$ cat src/rtl/spi_rb_pkg.sv
package spi_rb_pkg;
  localparam int unsigned DEF_ADDR_W    = 7;
  localparam int unsigned DEF_DATA_W    = 8;
  localparam int unsigned DEF_NUM_CTRL  = 8;
  localparam int unsigned DEF_STS_BASE  = 16;
  localparam int unsigned DEF_STS_BYTES = 2;
  localparam int unsigned DEF_SYNC_LEN  = 2;

  // true when a lies in [base, base+n)
  function automatic bit in_window(int unsigned a, int unsigned base, int unsigned n);
    return (a >= base) && (a < base + n);
  endfunction
endpackage

$ cat src/rtl/spi_rb_sync.sv
module spi_rb_sync #(
  parameter int unsigned W      = 3,
  parameter int unsigned STAGES = 2,
  parameter logic [W-1:0] RST_VAL = '0
) (
  input  logic         clk,
  input  logic         rst_n,
  input  logic [W-1:0] d,
  output logic [W-1:0] q
);
  logic [W-1:0] stage_q [STAGES];

  always_ff @(posedge clk or negedge rst_n) begin
    if (!rst_n) begin
      for (int s = 0; s < STAGES; s++) stage_q[s] <= RST_VAL;
    end else begin
      stage_q[0] <= d;
      for (int s = 1; s < STAGES; s++) stage_q[s] <= stage_q[s-1];
    end
  end

  assign q = stage_q[STAGES-1];
endmodule

$ cat src/rtl/spi_rb_edge.sv
module spi_rb_edge #(
  parameter logic RST_VAL = 1'b0
) (
  input  logic clk,
  input  logic rst_n,
  input  logic d,
  output logic chg
);
  logic prev_q;

  always_ff @(posedge clk or negedge rst_n) begin
    if (!rst_n) prev_q <= RST_VAL;
    else        prev_q <= d;
  end

  assign chg = d ^ prev_q;
endmodule

$ cat src/rtl/spi_rb_shifter.sv
module spi_rb_shifter #(
  parameter int unsigned ADDR_W = 7,
  parameter int unsigned DATA_W = 8,
  localparam int unsigned CMD_W  = ADDR_W + 1,
  localparam int unsigned WORD_W = CMD_W + DATA_W,
  localparam int unsigned CNT_W  = $clog2(WORD_W)
) (
  input  logic              clk,
  input  logic              rst_n,
  input  logic              cs_act,
  input  logic              sclk_rise,
  input  logic              sclk_fall,
  input  logic              mosi_s,
  input  logic [DATA_W-1:0] rd_byte,
  output logic              cmd_done,
  output logic [ADDR_W-1:0] cmd_addr,
  output logic              word_done,
  output logic [WORD_W-1:0] word,
  output logic              miso_bit
);
  logic [CNT_W-1:0]  cnt_q;
  logic [WORD_W-1:0] rx_q;
  logic [DATA_W-1:0] tx_q;

  assign cmd_done  = cs_act && sclk_rise && (cnt_q == CNT_W'(CMD_W - 1));
  assign word_done = cs_act && sclk_rise && (cnt_q == CNT_W'(WORD_W - 1));
  assign cmd_addr  = {rx_q[ADDR_W-2:0], mosi_s};
  assign word      = {rx_q[WORD_W-2:0], mosi_s};
  assign miso_bit  = tx_q[DATA_W-1];

  always_ff @(posedge clk or negedge rst_n) begin
    if (!rst_n) begin
      cnt_q <= '0;
      rx_q  <= '0;
      tx_q  <= '0;
    end else if (!cs_act) begin
      cnt_q <= '0;
      tx_q  <= '0;
    end else begin
      if (sclk_rise) begin
        rx_q  <= word;
        cnt_q <= word_done ? '0 : cnt_q + 1'b1;
      end
      if (cmd_done)
        tx_q <= rd_byte;
      else if (word_done)
        tx_q <= '0;
      else if (sclk_fall && cnt_q > CNT_W'(CMD_W))
        tx_q <= {tx_q[DATA_W-2:0], 1'b0};
    end
  end
endmodule

$ cat src/rtl/spi_rb_status.sv
module spi_rb_status #(
  parameter int unsigned STS_W = 16
) (
  input  logic             clk,
  input  logic             rst_n,
  input  logic [STS_W-1:0] evt,
  input  logic [STS_W-1:0] clr,
  input  logic             take_snap,
  output logic [STS_W-1:0] flags,
  output logic [STS_W-1:0] snap
);
  always_ff @(posedge clk or negedge rst_n) begin
    if (!rst_n) begin
      flags <= '0;
      snap  <= '0;
    end else begin
      flags <= (flags & ~clr) | evt;
      if (take_snap) snap <= flags;
    end
  end
endmodule

$ cat src/rtl/spi_regbank_slave.sv
module spi_regbank_slave
  import spi_rb_pkg::*;
#(
  parameter int unsigned ADDR_W    = DEF_ADDR_W,
  parameter int unsigned DATA_W    = DEF_DATA_W,
  parameter int unsigned NUM_CTRL  = DEF_NUM_CTRL,
  parameter int unsigned STS_BASE  = DEF_STS_BASE,
  parameter int unsigned STS_BYTES = DEF_STS_BYTES,
  parameter int unsigned SYNC_LEN  = DEF_SYNC_LEN,
  localparam int unsigned CMD_W    = ADDR_W + 1,
  localparam int unsigned WORD_W   = CMD_W + DATA_W,
  localparam int unsigned STS_W    = STS_BYTES * DATA_W,
  localparam int unsigned CTRL_W   = NUM_CTRL * DATA_W
) (
  input  logic              clk,
  input  logic              rst_n,
  input  logic              spi_sclk,
  input  logic              spi_cs_n,
  input  logic              spi_mosi,
  output logic              spi_miso,
  output logic              spi_miso_oe,
  input  logic [STS_W-1:0]  sts_evt,
  output logic [STS_W-1:0]  sts_live,
  output logic [CTRL_W-1:0] ctrl_q,
  output logic              wr_stb,
  output logic [ADDR_W-1:0] wr_addr,
  output logic [DATA_W-1:0] wr_data
);
  // synchronised pins: {cs_n, sclk, mosi}
  logic [2:0] pins_s;
  logic       cs_act, sclk_s, mosi_s;
  logic       cs_chg, sclk_chg, cs_start, sclk_rise, sclk_fall;

  spi_rb_sync #(.W(3), .STAGES(SYNC_LEN), .RST_VAL(3'b100)) u_sync (
    .clk(clk), .rst_n(rst_n), .d({spi_cs_n, spi_sclk, spi_mosi}), .q(pins_s));

  assign cs_act = ~pins_s[2];
  assign sclk_s = pins_s[1];
  assign mosi_s = pins_s[0];

  spi_rb_edge #(.RST_VAL(1'b0)) u_cs_edge (
    .clk(clk), .rst_n(rst_n), .d(cs_act), .chg(cs_chg));
  spi_rb_edge #(.RST_VAL(1'b0)) u_sclk_edge (
    .clk(clk), .rst_n(rst_n), .d(sclk_s), .chg(sclk_chg));

  assign cs_start  = cs_chg & cs_act;
  assign sclk_rise = sclk_chg & sclk_s;
  assign sclk_fall = sclk_chg & ~sclk_s;

  // word framing
  logic              cmd_done, word_done, miso_bit;
  logic [ADDR_W-1:0] cmd_field;
  logic [WORD_W-1:0] word;
  logic [DATA_W-1:0] rd_byte;

  spi_rb_shifter #(.ADDR_W(ADDR_W), .DATA_W(DATA_W)) u_shift (
    .clk(clk), .rst_n(rst_n), .cs_act(cs_act),
    .sclk_rise(sclk_rise), .sclk_fall(sclk_fall), .mosi_s(mosi_s),
    .rd_byte(rd_byte), .cmd_done(cmd_done), .cmd_addr(cmd_field),
    .word_done(word_done), .word(word), .miso_bit(miso_bit));

  assign spi_miso_oe = cs_act;
  assign spi_miso    = cs_act & miso_bit;

  // burst addressing
  logic              first_q;
  logic [ADDR_W-1:0] next_q, word_addr_q, cur_addr;
  logic              word_we;
  logic [DATA_W-1:0] word_val;

  assign cur_addr = first_q ? cmd_field : next_q;
  assign word_we  = word[WORD_W-1];
  assign word_val = word[DATA_W-1:0];

  always_ff @(posedge clk or negedge rst_n) begin
    if (!rst_n) begin
      first_q     <= 1'b1;
      next_q      <= '0;
      word_addr_q <= '0;
      wr_stb      <= 1'b0;
      wr_addr     <= '0;
      wr_data     <= '0;
    end else begin
      wr_stb <= 1'b0;
      if (!cs_act) begin
        first_q <= 1'b1;
      end else begin
        if (cmd_done) word_addr_q <= cur_addr;
        if (word_done) begin
          first_q <= 1'b0;
          next_q  <= word_addr_q + 1'b1;
          if (word_we) begin
            wr_stb  <= 1'b1;
            wr_addr <= word_addr_q;
            wr_data <= word_val;
          end
        end
      end
    end
  end

  // status flags and frozen copy
  logic [STS_W-1:0] sts_clr, snap;

  always_comb begin
    sts_clr = '0;
    for (int j = 0; j < STS_BYTES; j++)
      if (word_done && word_we && word_addr_q == ADDR_W'(STS_BASE + j))
        sts_clr[j*DATA_W +: DATA_W] = word_val;
  end

  spi_rb_status #(.STS_W(STS_W)) u_status (
    .clk(clk), .rst_n(rst_n), .evt(sts_evt), .clr(sts_clr),
    .take_snap(cs_start), .flags(sts_live), .snap(snap));

  // control registers
  logic [DATA_W-1:0] ctrl_r [NUM_CTRL];

  for (genvar i = 0; i < NUM_CTRL; i++) begin : g_ctrl
    always_ff @(posedge clk or negedge rst_n) begin
      if (!rst_n)
        ctrl_r[i] <= '0;
      else if (word_done && word_we && word_addr_q == ADDR_W'(i))
        ctrl_r[i] <= word_val;
    end
    assign ctrl_q[i*DATA_W +: DATA_W] = ctrl_r[i];
  end

  // read selection, taken when the command byte completes
  always_comb begin
    rd_byte = '0;
    for (int i = 0; i < NUM_CTRL; i++)
      if (cur_addr == ADDR_W'(i)) rd_byte = ctrl_r[i];
    for (int j = 0; j < STS_BYTES; j++)
      if (in_window(int'(cur_addr), STS_BASE, STS_BYTES) && cur_addr == ADDR_W'(STS_BASE + j))
        rd_byte = snap[j*DATA_W +: DATA_W];
  end
endmodule

$ cat config.mk
export PLATFORM = sky130hd
export DESIGN_NAME = spi_regbank_slave
export DESIGN_NICKNAME = d
export VERILOG_FILES = /design/src/rtl/spi_rb_pkg.sv /design/src/rtl/spi_rb_sync.sv /design/src/rtl/spi_rb_edge.sv /design/src/rtl/spi_rb_shifter.sv /design/src/rtl/spi_rb_status.sv /design/src/rtl/spi_regbank_slave.sv
export SDC_FILE = /design/constraint.sdc
export NUM_CORES = 1
export LEC_CHECK = 0
export BUFFER_PORTS_ARGS = -buffer_cell sky130_fd_sc_hd__clkbuf_2
export CAP_MARGIN = 25
export CORE_MARGIN = 3
export CORE_UTILIZATION = 40
export DETAILED_ROUTE_END_ITERATION = 16
export PLACE_DENSITY = 0.61
export SKIP_CTS_REPAIR_TIMING = 1
export SLEW_MARGIN = 15
export SYNTH_ARGS = -nofsm -noshare
export SYNTH_HDL_FRONTEND = slang
export SYNTH_SLANG_ARGS = --single-unit
$ cat constraint.sdc
create_clock -name clk -period 3.05 [get_ports clk]
set_input_delay 0 -clock clk [delete_from_list [all_inputs] [get_ports clk]]
set_output_delay 0 -clock clk [all_outputs]
set_load 0.02 [all_outputs]
* After elaboration in Yosys (flattened, before gate mapping)
Index checks and enable logic that the tools add are counted.
Widths: inputs -> output; s select.
** Storage, ports and cells
- Register bits :: 162
- Input bits :: 21
- Word-level logic and storage cells :: 111
** Cells by class
- Add/subtract/negate cells :: 2
- $lt $le $gt $ge :: 3
- Equal/unequal tests :: 20
- Mux-type cells :: 25
- Bitwise gates (word level) :: 11
- Reduce and logical (&&, ||, !) cells :: 27
** Operators with widths (count)
- $mux 8 :: 16
- $eq 7x3->1 const B :: 8
- $eq 7x2->1 const B :: 4
- $eq 7x5->1 const B :: 4
- $logic_and 1x1->1 :: 18
- $and 16x16->16 :: 1
- $not 16->16 :: 1
- $or 16x16->16 :: 1
- $eq 7x1->1 const B :: 2
- $logic_not 7->1 :: 2
- $mux 4 :: 3
- $add 7x1->7 const B :: 1
- $ge 7x5->1 const B :: 1
- $lt 7x5->1 const B :: 1
- $mux 7 :: 1
- $reduce_and 2->1 :: 3
- $mux 1 :: 5
- $add 4x1->4 const B :: 1
- $and 1x1->1 :: 4
- $eq 4x3->1 const B :: 1
- $eq 4x4->1 const B :: 1
- $gt 4x4->1 const B :: 1
- $reduce_bool 2->1 :: 2
- $reduce_bool 4->1 :: 1
- other kinds (3) :: 5

* Longest topological paths before layout
Gate-level depths: netlist of the first run.
- Depth in word-level cells :: 14
- Gate-level depth with buffers :: 9

* Modules after synthesis
A second synthesis of the first run with hierarchy kept.
** Unflattened totals
- Cell total of the unflattened synthesis :: 651
- Area, all modules :: 7722.4 um2
** By module, submodules not included
- spi_regbank_slave :: times used 1, cells an instance 451, area an instance 4956.0 um2, sequential area each 2378.5 um2
- spi_rb_shifter :: times used 1, cells an instance 105, area an instance 1293.7 um2, sequential area each 675.6 um2
- spi_rb_status :: times used 1, cells an instance 82, area an instance 1229.9 um2, sequential area each 800.8 um2
- spi_rb_sync :: times used 1, cells an instance 9, area an instance 175.2 um2, sequential area each 152.6 um2
- spi_rb_edge :: times used 2, cells an instance 2, area an instance 33.8 um2, sequential area each 25.0 um2

* Least setup slack after synthesis of the first run
No wires, ideal clock.
- Kind :: reg-to-reg
- Start point :: register first_q
- End point :: register u_shift.tx_q[5]
- Library setup time :: 122 ps
- Data arrival time :: 2275 ps
- Required time :: 2928 ps
- Slack :: 653 ps
- Cell stages (with the launch flop) :: 9
- Path buffers :: 2
- Period minus slack after synthesis :: 2397 ps
- Cell sequence :: dfstp_2 > buf_4 > mux2i_1 > clkbuf_1 > mux2_2 > a32o_1 > a21oi_1 > o211a_1 > o21ai_1
** On the way
- Cells in the longest elaborated chain, start to end :: 14
- Elaborated cells between the ends (all ways) :: 28
- Those cells by class :: order compare (2); eq/ne (9); mux (13); reduce/logical (4)
** Ends and longest elaborated chain
- start, declared :: line spi_regbank_slave.sv:66 : logic first_q;
- start signal, assigned :: line spi_regbank_slave.sv:77 : first_q <= 1'b1;
- start signal, assigned :: line spi_regbank_slave.sv:86 : first_q <= 1'b1;
- start signal, assigned :: line spi_regbank_slave.sv:90 : first_q <= 1'b0;
- $mux 7 (*) :: line spi_regbank_slave.sv:71 : assign cur_addr = first_q ? cmd_field : next_q;
- $logic_not 7->1 :: line spi_regbank_slave.sv:133 : if (cur_addr == ADDR_W'(i)) rd_byte = ctrl_r[i];
- $mux 8 (8 in series) :: line spi_regbank_slave.sv:133
- $mux 8 :: line spi_regbank_slave.sv:135 : if (in_window(int'(cur_addr), STS_BASE, STS_BYTES) && cur_addr == ADDR_W'(STS_BASE + j))
- $mux 8 (*) :: line spi_regbank_slave.sv:135
- $mux 8 (*) :: line spi_rb_shifter.sv:44 : if (cmd_done)
- $mux 8 (*) :: line spi_rb_shifter.sv:36 : end else if (!cs_act) begin
- end signal, assigned :: line spi_rb_shifter.sv:45 : tx_q <= rd_byte;
- end signal, assigned :: line spi_rb_shifter.sv:49 : tx_q <= {tx_q[DATA_W-2:0], 1'b0};
- end, declared :: line spi_rb_shifter.sv:23 : logic [DATA_W-1:0] tx_q;
Every way passes the cells marked *; elsewhere a longest branch is shown, timed or not.
A chain may end at the register's enable or synchronous reset.

* Worst setup path in the final report of the first run
- Start point :: register first_q
- End point :: register u_shift.tx_q[6]
The elaborated chain is that of the path after synthesis.

==> impl_metrics.py, run 1 <==
metrics = {
    "clocking": {
        "clock_latency_ns": 0.43,
        "path_clk_slew_ns": 0.07,
        "root_buffer": "clkbuf_16",
        "cts_buffers": 17,
        "cts_tree": "built",
        "clockBufferDepth": 2,
        "clock-sinks": 162,
        "htreeDepth": 4,
    },
    "timing": {
        "slew_violations": 0,
        "hold_ws_ns": 0.100,
        "fmax_ghz": 0.356,
        "worstMarginPinSlew_ns": 0.877,
        "final_hold_viol_count": 0,
        "finalWorstSetupSlack_ns": 0.238,
        "fin_tns_setup_ns": 0,
        "fin_skew_ns": 0.00831,
        "setup_viol": 0,
        "rsz0062_at_grt": "false",
        "relSlewSlack_pct": 41.1,
        "fin_crit_sh_pct": 92.2,
        "period_minus_slack_ns": 2.81,
    },
    "cells_and_area": {
        "drive_gt1_share_pct": 36.8,
        "layout_common_cells": "dfrtp_1, clkbuf_2, nand2_1, mux2_2, o21ai_0",
        "nNetsFinal": 804,
        "fillers": 1619,
        "multi_input_area_sq_um": 3100,
        "diodes": 0,
        "seq_area_sq_um": 4060,
        "final_common_cell": "dfrtp_1",
        "final_area_sq_um": 9060,
        "fin_cells": 1015,
        "syn_to_final_growth_pct": 23.5,
    },
    "detailed_routing": {
        "viasPerCell": 5.53,
        "ant_nets": 0,
        "wl_per_cell_microns": 20.9,
        "finalWirelength_mm": 21.2,
        "vias": 5618,
        "drc": 0,
        "drtPass1Iterations": 5,
        "first_iter_violations": 509,
    },
    "logic_synthesis": {
        "post-synth-top-area-cell": "dfrtp_1",
        "synth-async-reset-ratio_pct": 100,
        "yosysTopAreaCellShare_pct": 54.2,
        "yosys_most_used_dff": "dfrtp_1",
        "yosysSeqAreaShare_pct": 55.3,
        "yosys_warnings": 0,
        "ys_types": 59,
        "syn_inst": 629,
        "synth.area.top_cells": "dfrtp_1, mux2_2, nand2_1",
        "synth_edf_count": 0,
        "syn_area_per_cell_sq_um": 11.7,
        "yosys_register_bits": 162,
        "synth_fp_nets": 656,
        "synth.cell_area_sq_um": 7340,
    },
    "power": {
        "pwr-share-seq_pct": 44.3,
        "leakagePower_nw": 4.27,
        "power.density_nw_per_um2": 570,
        "switchingPower_w": 0.00161,
        "p_clk_share_pct": 40.6,
        "p_sw_share_pct": 31.2,
        "share_comb_of_total_power_pct": 15.1,
        "internal-power_w": 0.00355,
        "vdd_ir_drop_max_mv": 0.476,
    },
    "global_routing": {
        "gr-total-overflow": 0,
        "grt_pass1_wl_mm": 33.7,
        "grt_usage_pct": 21.8,
        "grt_max_degree": 70,
        "antenna_found_initial": 0,
        "grt_pass1_vias": 5636,
    },
    "critical_path": {
        "worstPathRequired_ns": 3.36,
        "cp-start-kind": "flop",
        "path_cells": "buf_4 > or3_1 > a222oi_1 > nand3_1 > o21ai_0 > nor4_1 > a221o_1",
        "cp_slowest_stage_delay_ns": 0.76,
        "cp_max_fo": 20,
        "crit_slowest_cell": "a222oi_1",
        "critPathKind": "reg2reg",
        "cpLargestDelayFamily": "compound AO/OA/AOI/OAI gates",
        "critPathBufInv": 1,
        "worst_ep_arrival_time_ns": 3.13,
        "endpoint_kind": "flop",
    },
    "placed_design": {
        "dpl-instance-area_sq_um": 8280,
        "dp_hpwl_mm": 15.3,
        "gp_congestion": 0.888,
        "port-buffer-count": 118,
        "dp_cells": 963,
        "dp_slack_ns": 0.256,
    },
    "floorplan": {
        "start_util_pct": 41.7,
        "dieArea_sq_um": 20000,
        "core-area_sq_um": 17600,
        "pin_count": 119,
        "die_height_microns": 141,
        "die_x_microns": 141,
        "rows": 48,
    },
    "job": {
        "maxCapViolations": 0,
    },
    "min_path": {
        "hold_class": "in2async",
    },
    "outcome": {
        "outcome": "complete, no violations",
    },
}
cells in the mapped netlist, types with 3 or more instances:
library cell    n
a211oi_1        3
a21o_1         16
a21oi_1        16
a22o_1          3
a22oi_1         6
a311o_1         4
a32o_1          6
a32oi_1         3
a41o_1          4
and2_1          4
and3_1          4
buf_2           5
clkbuf_1       26
dfrtp_1       159
dfstp_2         3
ha_1            6
inv_1          10
mux2_2        102
mux2i_1         7
nand2_1       105
nand2b_1        4
nand3_1        15
nand4_1         3
nor2_1         14
nor2b_1         3
nor3_1          7
nor3b_1         6
o21a_1          4
o21ai_0        26
o21ai_1         5
or3_1           3
or3b_1          3
or4_1           8
xnor2_1         3
xor2_1          3
sequential cells by signal, indices dropped and copies added, names as in the netlist, 3 cells and up:
register and count:
u_sync.q 3, u_shift.cnt_q 4, wr_data 8, u_sync.stage_q 3, u_status.snap 16, u_shift.tx_q 8, wr_addr 7, ctrl_q 64
u_status.flags 16, next_q 7, word_addr_q 7, u_shift.rx_q 15
stage by stage:
stage                     power (W)  utilization [%]
after floorplan             0.00269                -
after global routing        0.00538             51.5
after global placement      0.00306             47.0
after CTS                   0.00520             50.3
final                       0.00517             51.5
after detailed placement    0.00308             47.0
kinds of logic after synthesis:
| group | share of synthesized area, % |
|---|---|
| flip-flops | 55.3 |
| multiplexers | 16.8 |
| adder cells (fa/ha/maj) | 1.02 |
| AO/OA/AOI/OAI | 10.9 |
| buffers and inverters | 2.44 |
| XOR/XNOR | 0.716 |
| AND/OR/NAND/NOR | 12.8 |
routing by layer:
| metal | global-route usage, % | share of wire [%] |
|---|---|---|
| met3 | 4.11 | 5.2 |
| met1 | 31.5 | 47 |
| met4 | 5.30 | 1.3 |
| met5 | 0 | 0 |
| met2 | 34.2 | 46 |
worst reg2reg max path, cell delays in order (launching register included):
cell and delay [ns]:
dfstp_2 0.39, buf_4 0.21, or3_1 0.53, a222oi_1 0.76, nand3_1 0.13, o21ai_0 0.25, nor4_1 0.10, a221o_1 0.33
power by group through the flow:
stage	Sequential, W	Clock [W]	Combinational (W)
global route	0.00230	0.00224	0.000834
CTS	0.00229	0.00215	0.000757
finish	0.00229	0.00210	0.000778
global placement	0.00232	0	0.000741
detailed placement	0.00233	0	0.000755
floorplan	0.00230	0	0.000394
path summary, 6_finish.rpt:
| path | slack, ns | startpoint | cells past startpoint | endpoint |
|---|---|---|---|---|
| min in group clk | 0.19 | spi_cs_n | 2 | u_sync.stage_q[5]$_DFF_PN1_ |
| max in group asynchronous | 2.03 | rst_n | 3 | first_q$_DFFE_PN1P_ |
| min | 0.10 | rst_n | 2 | wr_addr[4]$_DFFE_PN0P_ |
| max | 0.24 | first_q$_DFFE_PN1P_ | 7 | u_shift.tx_q[6]$_DFFE_PN0P_ |
| max reg2reg | 0.24 | first_q$_DFFE_PN1P_ | 7 | u_shift.tx_q[6]$_DFFE_PN0P_ |
| min reg2reg | 0.35 | u_sync.stage_q[4]$_DFF_PN0_ | 0 | u_sync.q[1]$_DFF_PN0_ |
area by class of cell:
class | count | share of cell area (%)
flip-flops and latches | 162 | 44.8
multi-input cells | 423 | 34.2
repair buffers | 163 | 11.0
clock buffers | 17 | 4.70
well taps | 225 | 3.11
clock inverters | 15 | 1.75
inverters | 10 | 0.414
(Power assumes the default switching activity.)
==> run 2: changes to the inputs <==
--- a/config.mk
+++ b/config.mk
@@ -7,7 +7,7 @@
 export LEC_CHECK = 0
 export BUFFER_PORTS_ARGS = -buffer_cell sky130_fd_sc_hd__clkbuf_2
 export CAP_MARGIN = 25
-export CORE_MARGIN = 3
+export CORE_MARGIN = 2
 export CORE_UTILIZATION = 40
 export DETAILED_ROUTE_END_ITERATION = 16
 export PLACE_DENSITY = 0.61
==> run 2 against run 1 <==
Fmax rose by 1.3%. Global-route usage is essentially flat. Non-clock buffer count down 4. Critical path depth unchanged. Count of clock-buffer cells in the layout up 3. First-iteration DRC count decreased by 3.1%. Clock skew grew 0.0013 ns. Combinational power shrank 9.3%. Die area shrank 2.8%. Sequential power is essentially flat. Final cell count decreased by 0.20%. Sequential cell count stayed put.
==> impl_metrics.py, run 2 (synthesis results as in run 1) <==
metrics = {
    "outcome": {
        "outcome": "complete, no violations",
    },
    "critical_path": {
        "crit_slowest_cell": "a222oi_1",
        "cp_slowest_stage_delay_ns": 0.73,
        "worst_ep_arrival_time_ns": 3.08,
        "path_cells": "buf_4 > or3_1 > a222oi_1 > nand3_1 > o21ai_0 > nor4_1 > a221o_1",
        "critPathKind": "reg2reg",
        "critPathBufInv": 1,
        "worstPathRequired_ns": 3.35,
        "cp_max_fo": 16,
        "endpoint_kind": "flop",
        "cp-start-kind": "flop",
        "cpLargestDelayFamily": "compound AO/OA/AOI/OAI gates",
    },
    "timing": {
        "period_minus_slack_ns": 2.77,
        "final_hold_viol_count": 0,
        "rsz0062_at_grt": "false",
        "fin_skew_ns": 0.00960,
        "setup_viol": 0,
        "fmax_ghz": 0.360,
        "fin_crit_sh_pct": 91.0,
        "relSlewSlack_pct": 44.3,
        "fin_tns_setup_ns": 0,
        "slew_violations": 0,
        "worstMarginPinSlew_ns": 0.830,
    },
    "detailed_routing": {
        "vias": 5596,
        "first_iter_violations": 493,
        "viasPerCell": 5.52,
        "drtPass1Iterations": 5,
        "finalWirelength_mm": 20.6,
        "wl_per_cell_microns": 20.3,
        "ant_nets": 0,
        "drc": 0,
    },
    "floorplan": {
        "die_height_microns": 139,
        "start_util_pct": 40.9,
        "core-area_sq_um": 18000,
        "die_x_microns": 139,
        "rows": 49,
        "dieArea_sq_um": 19400,
        "pin_count": 119,
    },
    "cells_and_area": {
        "nNetsFinal": 800,
        "diodes": 0,
        "layout_common_cells": "dfrtp_1, clkbuf_2, nand2_1, mux2_2, o21ai_0",
        "final_common_cell": "dfrtp_1",
        "syn_to_final_growth_pct": 22.5,
        "largest_register_ffs": 64,
        "fillers": 1629,
        "drive_gt1_share_pct": 36.2,
        "fin_cells": 1013,
    },
    "global_routing": {
        "grt_max_degree": 75,
        "gr-total-overflow": 0,
        "grt_pass1_vias": 5467,
        "antenna_found_initial": 0,
        "grt_pass1_wl_mm": 32.6,
        "grt_usage_pct": 21.8,
    },
    "power": {
        "vdd_ir_drop_max_mv": 0.398,
        "switchingPower_w": 0.00142,
        "pwr-share-seq_pct": 46.2,
        "p_sw_share_pct": 28.3,
        "leakagePower_nw": 4.24,
        "internal-power_w": 0.00359,
        "p_clk_share_pct": 39.7,
        "share_comb_of_total_power_pct": 14.1,
        "power.density_nw_per_um2": 557,
    },
    "clocking": {
        "root_buffer": "clkbuf_16",
        "clock_latency_ns": 0.42,
        "path_clk_slew_ns": 0.06,
        "cts_buffers": 17,
        "clock-sinks": 162,
        "htreeDepth": 4,
        "clockBufferDepth": 2,
        "cts_tree": "built",
    },
    "min_path": {
        "hold_class": "in2async",
    },
    "placed_design": {
        "dp_cells": 963,
        "dp_hpwl_mm": 15.0,
        "gp_congestion": 0.972,
        "port-buffer-count": 118,
    },
    "job": {
        "maxCapViolations": 0,
    },
}
==> run 2: changes by cell type in the layout (fill, tap and decap cells not counted) <==
| cell | before | now |
|---|---|---|
| inv_8 | 6 | 0 |
| clkbuf_8 | 0 | 2 |
| inv_6 | 4 | 1 |
| clkinv_2 | 0 | 6 |
| clkinvlp_4 | 2 | 1 |
| clkbuf_1 | 0 | 1 |
| buf_4 | 24 | 20 |
| clkinv_8 | 2 | 0 |
| bufinv_16 | 0 | 1 |
==> run 2: final cells by class <==
type / instances / area, sq um / share of cell area, %
inverters: 10 / 37.5 / 0.417
clock inverters: 10 / 85.1 / 0.946
flip-flops and latches: 162 / 4060 / 45.1
repair buffers: 159 / 967 / 10.8
well taps: 229 / 287 / 3.19
clock buffers: 20 / 457 / 5.08
multi-input cells: 423 / 3100 / 34.5
==> run 2: final timing paths <==
path / startpoint / end / slack (ns) / cells past startpoint
min in group clk: spi_cs_n / u_sync.stage_q[5]$_DFF_PN1_ / 0.22 / 2
setup / recovery: first_q$_DFFE_PN1P_ / u_shift.tx_q[6]$_DFFE_PN0P_ / 0.28 / 7
hold / removal: rst_n / wr_addr[1]$_DFFE_PN0P_ / 0.12 / 2
hold reg to reg: u_sync.stage_q[4]$_DFF_PN0_ / u_sync.q[1]$_DFF_PN0_ / 0.35 / 0
setup reg to reg: first_q$_DFFE_PN1P_ / u_shift.tx_q[6]$_DFFE_PN0P_ / 0.28 / 7
max in group asynchronous: rst_n / u_sync.stage_q[5]$_DFF_PN1_ / 2.06 / 3
==> run 2: power groups by stage <==
| stage | sequential, W | combinational (W) | clock [W] |
|---|---|---|---|
| floorplan | 0.00230 | 0.000394 | 0 |
| global placement | 0.00235 | 0.000672 | 0 |
| detailed placement | 0.00235 | 0.000681 | 0 |
| CTS | 0.00231 | 0.000682 | 0.00203 |
| global route | 0.00232 | 0.000761 | 0.00212 |
| finish | 0.00232 | 0.000706 | 0.00199 |
==> run 2: metal layers <==
metal	up-vias	wire, microns	global-route usage (%)	share of wire (%)
met4	0	282	5.79	1.4
met3	23	1200	4.58	5.8
met2	200	9370	32.8	45
met1	2826	9750	32.2	47
met5	-	0	0	0
li1	2547	-	-	-
==> run 2: through the flow <==
step	hold slack, ns	worst slack, ns	area, sq um	power [W]	utilization, %
final	0.120	0.276	8990	0.00501	50.1
after global routing	0.165	0.135	8990	0.00520	50.1
after CTS	-0.455	0.297	8790	0.00503	48.9
after detailed placement	0.00533	0.327	8250	0.00304	45.9
after global placement	0.000323	0.424	8250	0.00302	45.9
after floorplan	-0.296	0.653	7340	0.00269	-
